<file path="src/rtl/nbb_pkg.sv">
package nbb_pkg;

   typedef enum logic [1:0] {
      SZ_BYTE = 2'd0,
      SZ_HALF = 2'd1,
      SZ_WORD = 2'd2
   } nbb_size_e;

   typedef enum logic [1:0] {
      ST_IDLE = 2'd0,
      ST_FILL = 2'd1,
      ST_XFER = 2'd2
   } nbb_state_e;

endpackage

</file>
<file path="src/rtl/nbb_match.sv">
// Parallel line-address compare across all buffers.
module nbb_match #(
   parameter int NUM_BUF = 2,
   parameter int TAG_W   = 11,
   parameter int IDX_W   = 1
) (
   input  logic [NUM_BUF-1:0][TAG_W-1:0] tags,
   input  logic [NUM_BUF-1:0]            valid,
   input  logic [TAG_W-1:0]              look_tag,
   output logic                          hit,
   output logic [IDX_W-1:0]              hit_idx
);

   logic [NUM_BUF-1:0] eq;

   for (genvar g = 0; g < NUM_BUF; g++) begin : g_cmp
      assign eq[g] = valid[g] && (tags[g] == look_tag);
   end

   always_comb begin
      hit     = |eq;
      hit_idx = '0;
      for (int i = 0; i < NUM_BUF; i++) begin
         if (eq[i]) hit_idx = IDX_W'(i);
      end
   end

endmodule

</file>
<file path="src/rtl/nbb_victim.sv">
// Replacement choice: true LRU for two buffers, rotating pointer otherwise.
module nbb_victim #(
   parameter int NUM_BUF = 2,
   parameter int IDX_W   = 1
) (
   input  logic             clk,
   input  logic             rst_n,
   input  logic             touch,
   input  logic [IDX_W-1:0] touch_idx,
   output logic [IDX_W-1:0] victim
);

   if (NUM_BUF == 2) begin : g_lru
      logic mru_q;
      always_ff @(posedge clk or negedge rst_n) begin
         if (!rst_n)     mru_q <= 1'b1;
         else if (touch) mru_q <= touch_idx[0];
      end
      assign victim = ~mru_q;
   end else begin : g_rot
      logic [IDX_W-1:0] ptr_q;
      always_ff @(posedge clk or negedge rst_n) begin
         if (!rst_n) ptr_q <= '0;
         else if (touch && (touch_idx == ptr_q))
            ptr_q <= (ptr_q == IDX_W'(NUM_BUF-1)) ? '0 : ptr_q + 1'b1;
      end
      assign victim = ptr_q;
   end

endmodule

</file>
<file path="src/rtl/nbb_lane.sv">
// Moves the addressed byte or halfword down to bit 0.
module nbb_lane #(
   parameter int DATA_W = 32,
   parameter int BOFF_W = 2
) (
   input  logic [DATA_W-1:0] word,
   input  logic [BOFF_W-1:0] lane,
   input  logic [1:0]        size,
   output logic [DATA_W-1:0] data
);

   import nbb_pkg::*;

   always_comb begin
      unique case (size)
         SZ_BYTE: data = DATA_W'(word[{lane, 3'b000} +: 8]);
         SZ_HALF: data = DATA_W'(word[{lane[BOFF_W-1:1], 4'b0000} +: 16]);
         default: data = word;
      endcase
   end

endmodule

</file>
<file path="src/rtl/nvm_burst_buf.sv">
module nvm_burst_buf #(
   parameter int ADDR_W     = 16,
   parameter int DATA_W     = 32,
   parameter int LINE_BYTES = 32,
   parameter int NUM_BUF    = 2
) (
   input  logic              clk,
   input  logic              rst_n,
   input  logic              inv_all,
   input  logic              req_valid,
   input  logic [ADDR_W-1:0] req_addr,
   input  logic [1:0]        req_size,
   input  logic              req_burst,
   output logic              req_ready,
   output logic              rsp_valid,
   output logic [DATA_W-1:0] rsp_data,
   output logic              rsp_last,
   output logic              arr_req,
   output logic [ADDR_W-3:0] arr_addr,
   input  logic              arr_ready,
   input  logic [DATA_W-1:0] arr_data
);

   import nbb_pkg::*;

   localparam int BYTES_W = DATA_W / 8;
   localparam int BOFF_W  = $clog2(BYTES_W);
   localparam int WORDS   = LINE_BYTES / BYTES_W;
   localparam int WIDX_W  = $clog2(WORDS);
   localparam int OFF_W   = $clog2(LINE_BYTES);
   localparam int TAG_W   = ADDR_W - OFF_W;
   localparam int IDX_W   = $clog2(NUM_BUF);
   localparam int WADDR_W = ADDR_W - BOFF_W;

   if (DATA_W != 32) begin : g_bad_dw
      $error("nvm_burst_buf: DATA_W must be 32");
   end
   if (NUM_BUF < 2) begin : g_bad_nb
      $error("nvm_burst_buf: NUM_BUF must be at least 2");
   end
   if ((LINE_BYTES & (LINE_BYTES - 1)) != 0 || WORDS < 2) begin : g_bad_lb
      $error("nvm_burst_buf: LINE_BYTES must be a power of two of at least two words");
   end
   if (TAG_W < 1) begin : g_bad_aw
      $error("nvm_burst_buf: ADDR_W too small for the line size");
   end

   nbb_state_e           st;
   logic [TAG_W-1:0]     cur_tag;
   logic [WIDX_W-1:0]    cur_widx;
   logic [WIDX_W-1:0]    fill_cnt;
   logic [BOFF_W-1:0]    cur_lane;
   logic [1:0]           cur_size;
   logic                 cur_burst;
   logic [IDX_W-1:0]     cur_buf;

   logic [NUM_BUF-1:0][TAG_W-1:0] tag_q;
   logic [NUM_BUF-1:0]            valid_q;
   logic [DATA_W-1:0]             line_mem [NUM_BUF][WORDS];

   logic [TAG_W-1:0]  req_tag;
   logic              hit;
   logic [IDX_W-1:0]  hit_idx;
   logic [IDX_W-1:0]  victim;
   logic              accept;
   logic              fill_beat;
   logic              fill_last;
   logic              xfer_last;
   logic              touch;
   logic [IDX_W-1:0]  touch_idx;
   logic [DATA_W-1:0] rd_word;
   logic [1:0]        eff_size;

   assign req_tag   = req_addr[ADDR_W-1:OFF_W];
   assign accept    = req_valid && (st == ST_IDLE);
   assign fill_beat = (st == ST_FILL) && arr_ready;
   assign fill_last = fill_beat && (fill_cnt == WIDX_W'(WORDS - 1));
   assign xfer_last = (st == ST_XFER) && (!cur_burst || (cur_widx == WIDX_W'(WORDS - 1)));
   assign touch     = (accept && hit) || fill_last;
   assign touch_idx = fill_last ? cur_buf : hit_idx;

   nbb_match #(
      .NUM_BUF (NUM_BUF),
      .TAG_W   (TAG_W),
      .IDX_W   (IDX_W)
   ) u_match (
      .tags     (tag_q),
      .valid    (valid_q),
      .look_tag (req_tag),
      .hit      (hit),
      .hit_idx  (hit_idx)
   );

   nbb_victim #(
      .NUM_BUF (NUM_BUF),
      .IDX_W   (IDX_W)
   ) u_victim (
      .clk       (clk),
      .rst_n     (rst_n),
      .touch     (touch),
      .touch_idx (touch_idx),
      .victim    (victim)
   );

   // Request and beat sequencing
   always_ff @(posedge clk or negedge rst_n) begin
      if (!rst_n) begin
         st        <= ST_IDLE;
         cur_tag   <= '0;
         cur_widx  <= '0;
         cur_lane  <= '0;
         cur_size  <= '0;
         cur_burst <= 1'b0;
         cur_buf   <= '0;
         fill_cnt  <= '0;
      end else begin
         unique case (st)
            ST_IDLE: begin
               if (req_valid) begin
                  cur_tag   <= req_tag;
                  cur_widx  <= req_addr[OFF_W-1:BOFF_W];
                  cur_lane  <= req_addr[BOFF_W-1:0];
                  cur_size  <= req_size;
                  cur_burst <= req_burst;
                  fill_cnt  <= '0;
                  if (hit) begin
                     cur_buf <= hit_idx;
                     st      <= ST_XFER;
                  end else begin
                     cur_buf <= victim;
                     st      <= ST_FILL;
                  end
               end
            end
            ST_FILL: begin
               if (arr_ready) begin
                  fill_cnt <= fill_cnt + 1'b1;
                  if (fill_last) st <= ST_XFER;
               end
            end
            ST_XFER: begin
               if (xfer_last) st <= ST_IDLE;
               else           cur_widx <= cur_widx + 1'b1;
            end
            default: st <= ST_IDLE;
         endcase
      end
   end

   // Valid flags and line addresses: invalidate on miss, set on fill end,
   // global clear wins over both.
   always_ff @(posedge clk or negedge rst_n) begin
      if (!rst_n) begin
         valid_q <= '0;
         tag_q   <= '0;
      end else begin
         if (accept && !hit) valid_q[victim] <= 1'b0;
         if (fill_last) begin
            valid_q[cur_buf] <= 1'b1;
            tag_q[cur_buf]   <= cur_tag;
         end
         if (inv_all) valid_q <= '0;
      end
   end

   always_ff @(posedge clk) begin
      if (fill_beat) line_mem[cur_buf][fill_cnt] <= arr_data;
   end

   assign rd_word  = line_mem[cur_buf][cur_widx];
   assign eff_size = cur_burst ? SZ_WORD : cur_size;

   nbb_lane #(
      .DATA_W (DATA_W),
      .BOFF_W (BOFF_W)
   ) u_lane (
      .word (rd_word),
      .lane (cur_lane),
      .size (eff_size),
      .data (rsp_data)
   );

   assign req_ready = (st == ST_IDLE);
   assign rsp_valid = (st == ST_XFER);
   assign rsp_last  = xfer_last;
   assign arr_req   = (st == ST_FILL);
   assign arr_addr  = WADDR_W'({cur_tag, fill_cnt});

endmodule

</file>
<file path="config.mk">
export PLATFORM = sky130hd
export DESIGN_NAME = nvm_burst_buf
export DESIGN_NICKNAME = d
export VERILOG_FILES = /design/src/rtl/nbb_pkg.sv /design/src/rtl/nbb_match.sv /design/src/rtl/nbb_victim.sv /design/src/rtl/nbb_lane.sv /design/src/rtl/nvm_burst_buf.sv
export SDC_FILE = /design/constraint.sdc
export NUM_CORES = 1
export LEC_CHECK = 0
export BUFFER_PORTS_ARGS = -buffer_cell sky130_fd_sc_hd__buf_2
export CAP_MARGIN = 5
export CORE_MARGIN = 2
export CORE_UTILIZATION = 47
export DETAILED_ROUTE_END_ITERATION = 8
export PLACE_DENSITY = 0.7
export SLEW_MARGIN = 20
export SYNTH_ARGS = -nofsm -noshare
export SYNTH_HDL_FRONTEND = slang
export SYNTH_HIERARCHICAL = 1
export SYNTH_SLANG_ARGS = --single-unit
</file>
<file path="constraint.sdc">
create_clock -name clk -period 9.2 [get_ports clk]
set_input_delay 0.46 -clock clk [delete_from_list [all_inputs] [get_ports clk]]
set_output_delay 0.46 -clock clk [all_outputs]
set_load 0.05 [all_outputs]
</file>
==> results.sh <==
export IMPL_ys_flop_type="edfxtp_1"
export IMPL_dieHeight_um=221
export IMPL_cts_root_buffer="clkbuf_16"
export IMPL_htree_levels=2
export IMPL_grtUsageTotal_pct=21.1
export IMPL_critPathArrivalTime_ps=4730
export IMPL_crit_path_max_fanout=42
export IMPL_synth_avg_cell_area_sq_um=20.8
export IMPL_synth_fp_nets=1125
export IMPL_initialDrtViolationCount=1279
export IMPL_fin_nets=1255
export IMPL_relSlewSlack_pct=21.1
export IMPL_cts_buffers=54
export IMPL_grt_pass1_wl_um=75600
export IMPL_antenna_found_initial=5
export IMPL_register_area_sq_um=16600
export IMPL_yosys_area_top_type="edfxtp_1"
export IMPL_vias=11200
export IMPL_syn_instance_count=1065
export IMPL_finClkSkew_ps=33.8
export IMPL_drc=0
export IMPL_yosys_warnings=6
export IMPL_critPathTopFamily="buffers and inverters"
export IMPL_peakVddDrop_mv=0.476
export IMPL_ant_nets=0
export IMPL_routedWlPerCell_um=27.8
export IMPL_rows=79
export IMPL_clk_pin_slew_ps=60
export IMPL_multi_input_area_sq_um=5290
export IMPL_maxCapViolations=0
export IMPL_crit_chain="buf_4 -> buf_4 -> mux4_2 -> a22oi_1 -> nand2_1 -> nor2b_1 -> a211oi_2 -> a221oi_1 -> buf_2"
export IMPL_setup_violations=0
export IMPL_path_common_cell="buf_4"
export IMPL_drive_gt1_share_pct=31.9
export IMPL_place_area_sq_um=23500
export IMPL_p_leak_nw=8.63
export IMPL_worst_slew_pin_slew_ps=1180
export IMPL_cts_setup_buffers=0
export IMPL_grt_pass1_vias=11300
export IMPL_synthTopCellsByArea="edfxtp_1 (69%), mux4_2 (12%), dfrtp_1 (5.5%)"
export IMPL_crit_buf_inv=3
export IMPL_cp_start_kind="flop"
export IMPL_syn_cell_area_sq_um=22200
export IMPL_coreArea_sq_um=46600
export IMPL_routed_wl_um=51200
export IMPL_fmax_ghz=0.193
export IMPL_io_pins=106
export IMPL_ys_async_sr_fraction_pct=8.90
export IMPL_insertion_delay_ps=630
export IMPL_synth_edf_count=512
export IMPL_viasPerCell=6.06
export IMPL_cts_tree="done"
export IMPL_netlist_area_leader_share_pct=69.3
export IMPL_syn2layout_area_growth_pct=13.7
export IMPL_hp_class="in -> reg"
export IMPL_pre_cts_ws_ps=4530
export IMPL_finalSetupTns_ps=0
export IMPL_hpwl_um=27800
export IMPL_period_needed_ps=5190
export IMPL_nFillCells=3501
export IMPL_cp_required_ps=8740
export IMPL_status="completed"
export IMPL_critPathSlowestCell="buf_4"
export IMPL_start_util_pct=47.7
export IMPL_max_stage_delay_ps=780
export IMPL_powerDensity_nw_per_um2=311
export IMPL_die_x_um=221
export IMPL_ctsLongestPathBuffers=3
export IMPL_place_congestion=0.755
export IMPL_worst_setup_path_end_kind="output port"
export IMPL_ys_seq_elements=562
export IMPL_setup_worst_path_class="reg -> out"
export IMPL_grt_overflow=0
export IMPL_yosysSeqAreaShare_pct=74.9
export IMPL_slew_violations=0
export IMPL_grt_max_degree=60
export IMPL_ys_types=57
export IMPL_worst_slack_ps=4010
export IMPL_drt_first_pass_iters=7
export IMPL_min_period_over_period_pct=56.4
export IMPL_antenna_cells=0
export IMPL_die_area_sq_um=49000
export IMPL_cts_sinks=562
export IMPL_io_buffers=105
export IMPL_rsz0062_at_grt="no"
export IMPL_finalHoldViolCount=0
export IMPL_design_area_sq_um=25200
kinds of logic (layout without fill, tap and decap cells):
| kind of cell | after synthesis | after routing | synth area share, % |
|---|---|---|---|
| DFF | 562 | 562 | 74.9 |
| muxes | 178 | 178 | 15.6 |
| xor gates and xnor gates | 22 | 22 | 0.868 |
| and+or+nand+nor | 129 | 129 | 3.07 |
| buffers and inverters | 69 | 241 | 1.83 |
| adders and majority gates | 4 | 4 | 0.226 |
| AOI/OAI and AO/OA | 101 | 101 | 3.45 |
state kept, by name, indices dropped and copies added, names as in the netlist:
signal                flops
cur_lane                  2
fill_cnt                  3
cur_size                  2
u_victim/g_lru.mru_q      1
tag_q                    22
line_mem                512
cur_tag                  11
st                        2
cur_buf                   1
cur_widx                  3
cur_burst                 1
valid_q                   2
stage by stage:
| stage | hold WS, ps | utilization (%) | cells | total power, mW |
|---|---|---|---|---|
| 2_1_floorplan | 164 | - | 1065 | 4.85 |
| 3_3_place_gp | 487 | 50.4 | 1745 | 5.65 |
| 3_5_place_dp | 491 | 50.4 | 1745 | 5.68 |
| 4_1_cts | 11.2 | 54.2 | 1844 | 7.87 |
| 5_1_grt | 37.3 | 54.2 | 1844 | 8.11 |
| 6_report | 36.6 | 54.2 | 1844 | 7.85 |
Yosys cell counts (all sizes together), types with 2 or more instances:
cell type,instances
nand4b,3
nand2,45
buf,32
nand4,6
xor2,10
and2,18
edfxtp,512
nand2b,6
o21ai,8
a221oi,2
a22o,7
a211oi,2
ha,4
or2,2
dfrtp,49
or3b,2
a21o,2
xnor2,12
nor2,24
clkbuf,28
mux2,44
mux4,128
nor2b,10
a22oi,64
inv,9
a21oi,4
mux2i,6
nor4,2
nor3,6
a221o,6
nor3b,2
layout by cell type, fill, tap and decap left out, types with 4 or more instances in the layout:
cell and instances:
mux4_1 6, nor2_1 10, a22o_1 7, mux2_1 15
buf_2 105, clkbuf_1 10, inv_1 9, a21oi_1 4
xnor2_1 12, mux2i_1 6, a221o_1 6, nor3_2 5
mux2_2 28, clkinv_1 9, nand2_1 45, mux4_2 122
clkinv_2 16, nor2_4 13, dfrtp_1 47, clkbuf_16 55
a22oi_1 64, bufinv_16 6, nand4_1 5, buf_4 28
edfxtp_1 512, ha_1 4, o21ai_0 7, nand2b_1 6
and2_1 17, nor2b_1 8, xor2_1 10
power breakdown:
group,internal [mW],switching [mW],total [mW],leakage [nW]
logic,0.733,1.74,2.47,2.50
registers,3.01,0.163,3.17,5.25
clock network,1.27,0.940,2.21,0.874
total,5.00,2.84,7.85,8.63
final timing paths:
kind,from,to,slack (ps),depth (start not counted)
min,inv_all,valid_q[0],40,2
min reg2reg,cur_size[1],cur_size[1],500,1
max reg2reg,cur_buf,line_mem[1][169],5710,4
min in group asynchronous,rst_n,cur_widx[2],490,3
max,cur_buf,rsp_data[3],4010,9
max in group asynchronous,rst_n,cur_buf,8220,3
routing by layer:
metal	vias to the layer above	GRT usage (%)	part of all wire [%]	wire length (um)
li1	4644	-	-	-
met1	5889	29.7	40	20700
met2	559	33.8	48	24800
met3	83	4.45	9.4	4840
met4	6	5.35	1.8	926
met5	-	0.684	0.082	42
cell type report:
cell class                 instances  share of cell area [%]
timing repair buffer             134                    2.96
clock inverter                    33                    1.40
tap                              607                    3.01
sequential                       562                    65.9
inverter                           9                   0.134
multi-input combinational        434                    21.0
clock buffer                      65                    5.60
what timing repair did:
action	in CTS	in global routing
hold buffers	1	0
resized for setup	0	0
hold endpoints to repair	49	0
Note: power is estimated with default switching activity, not from simulation.
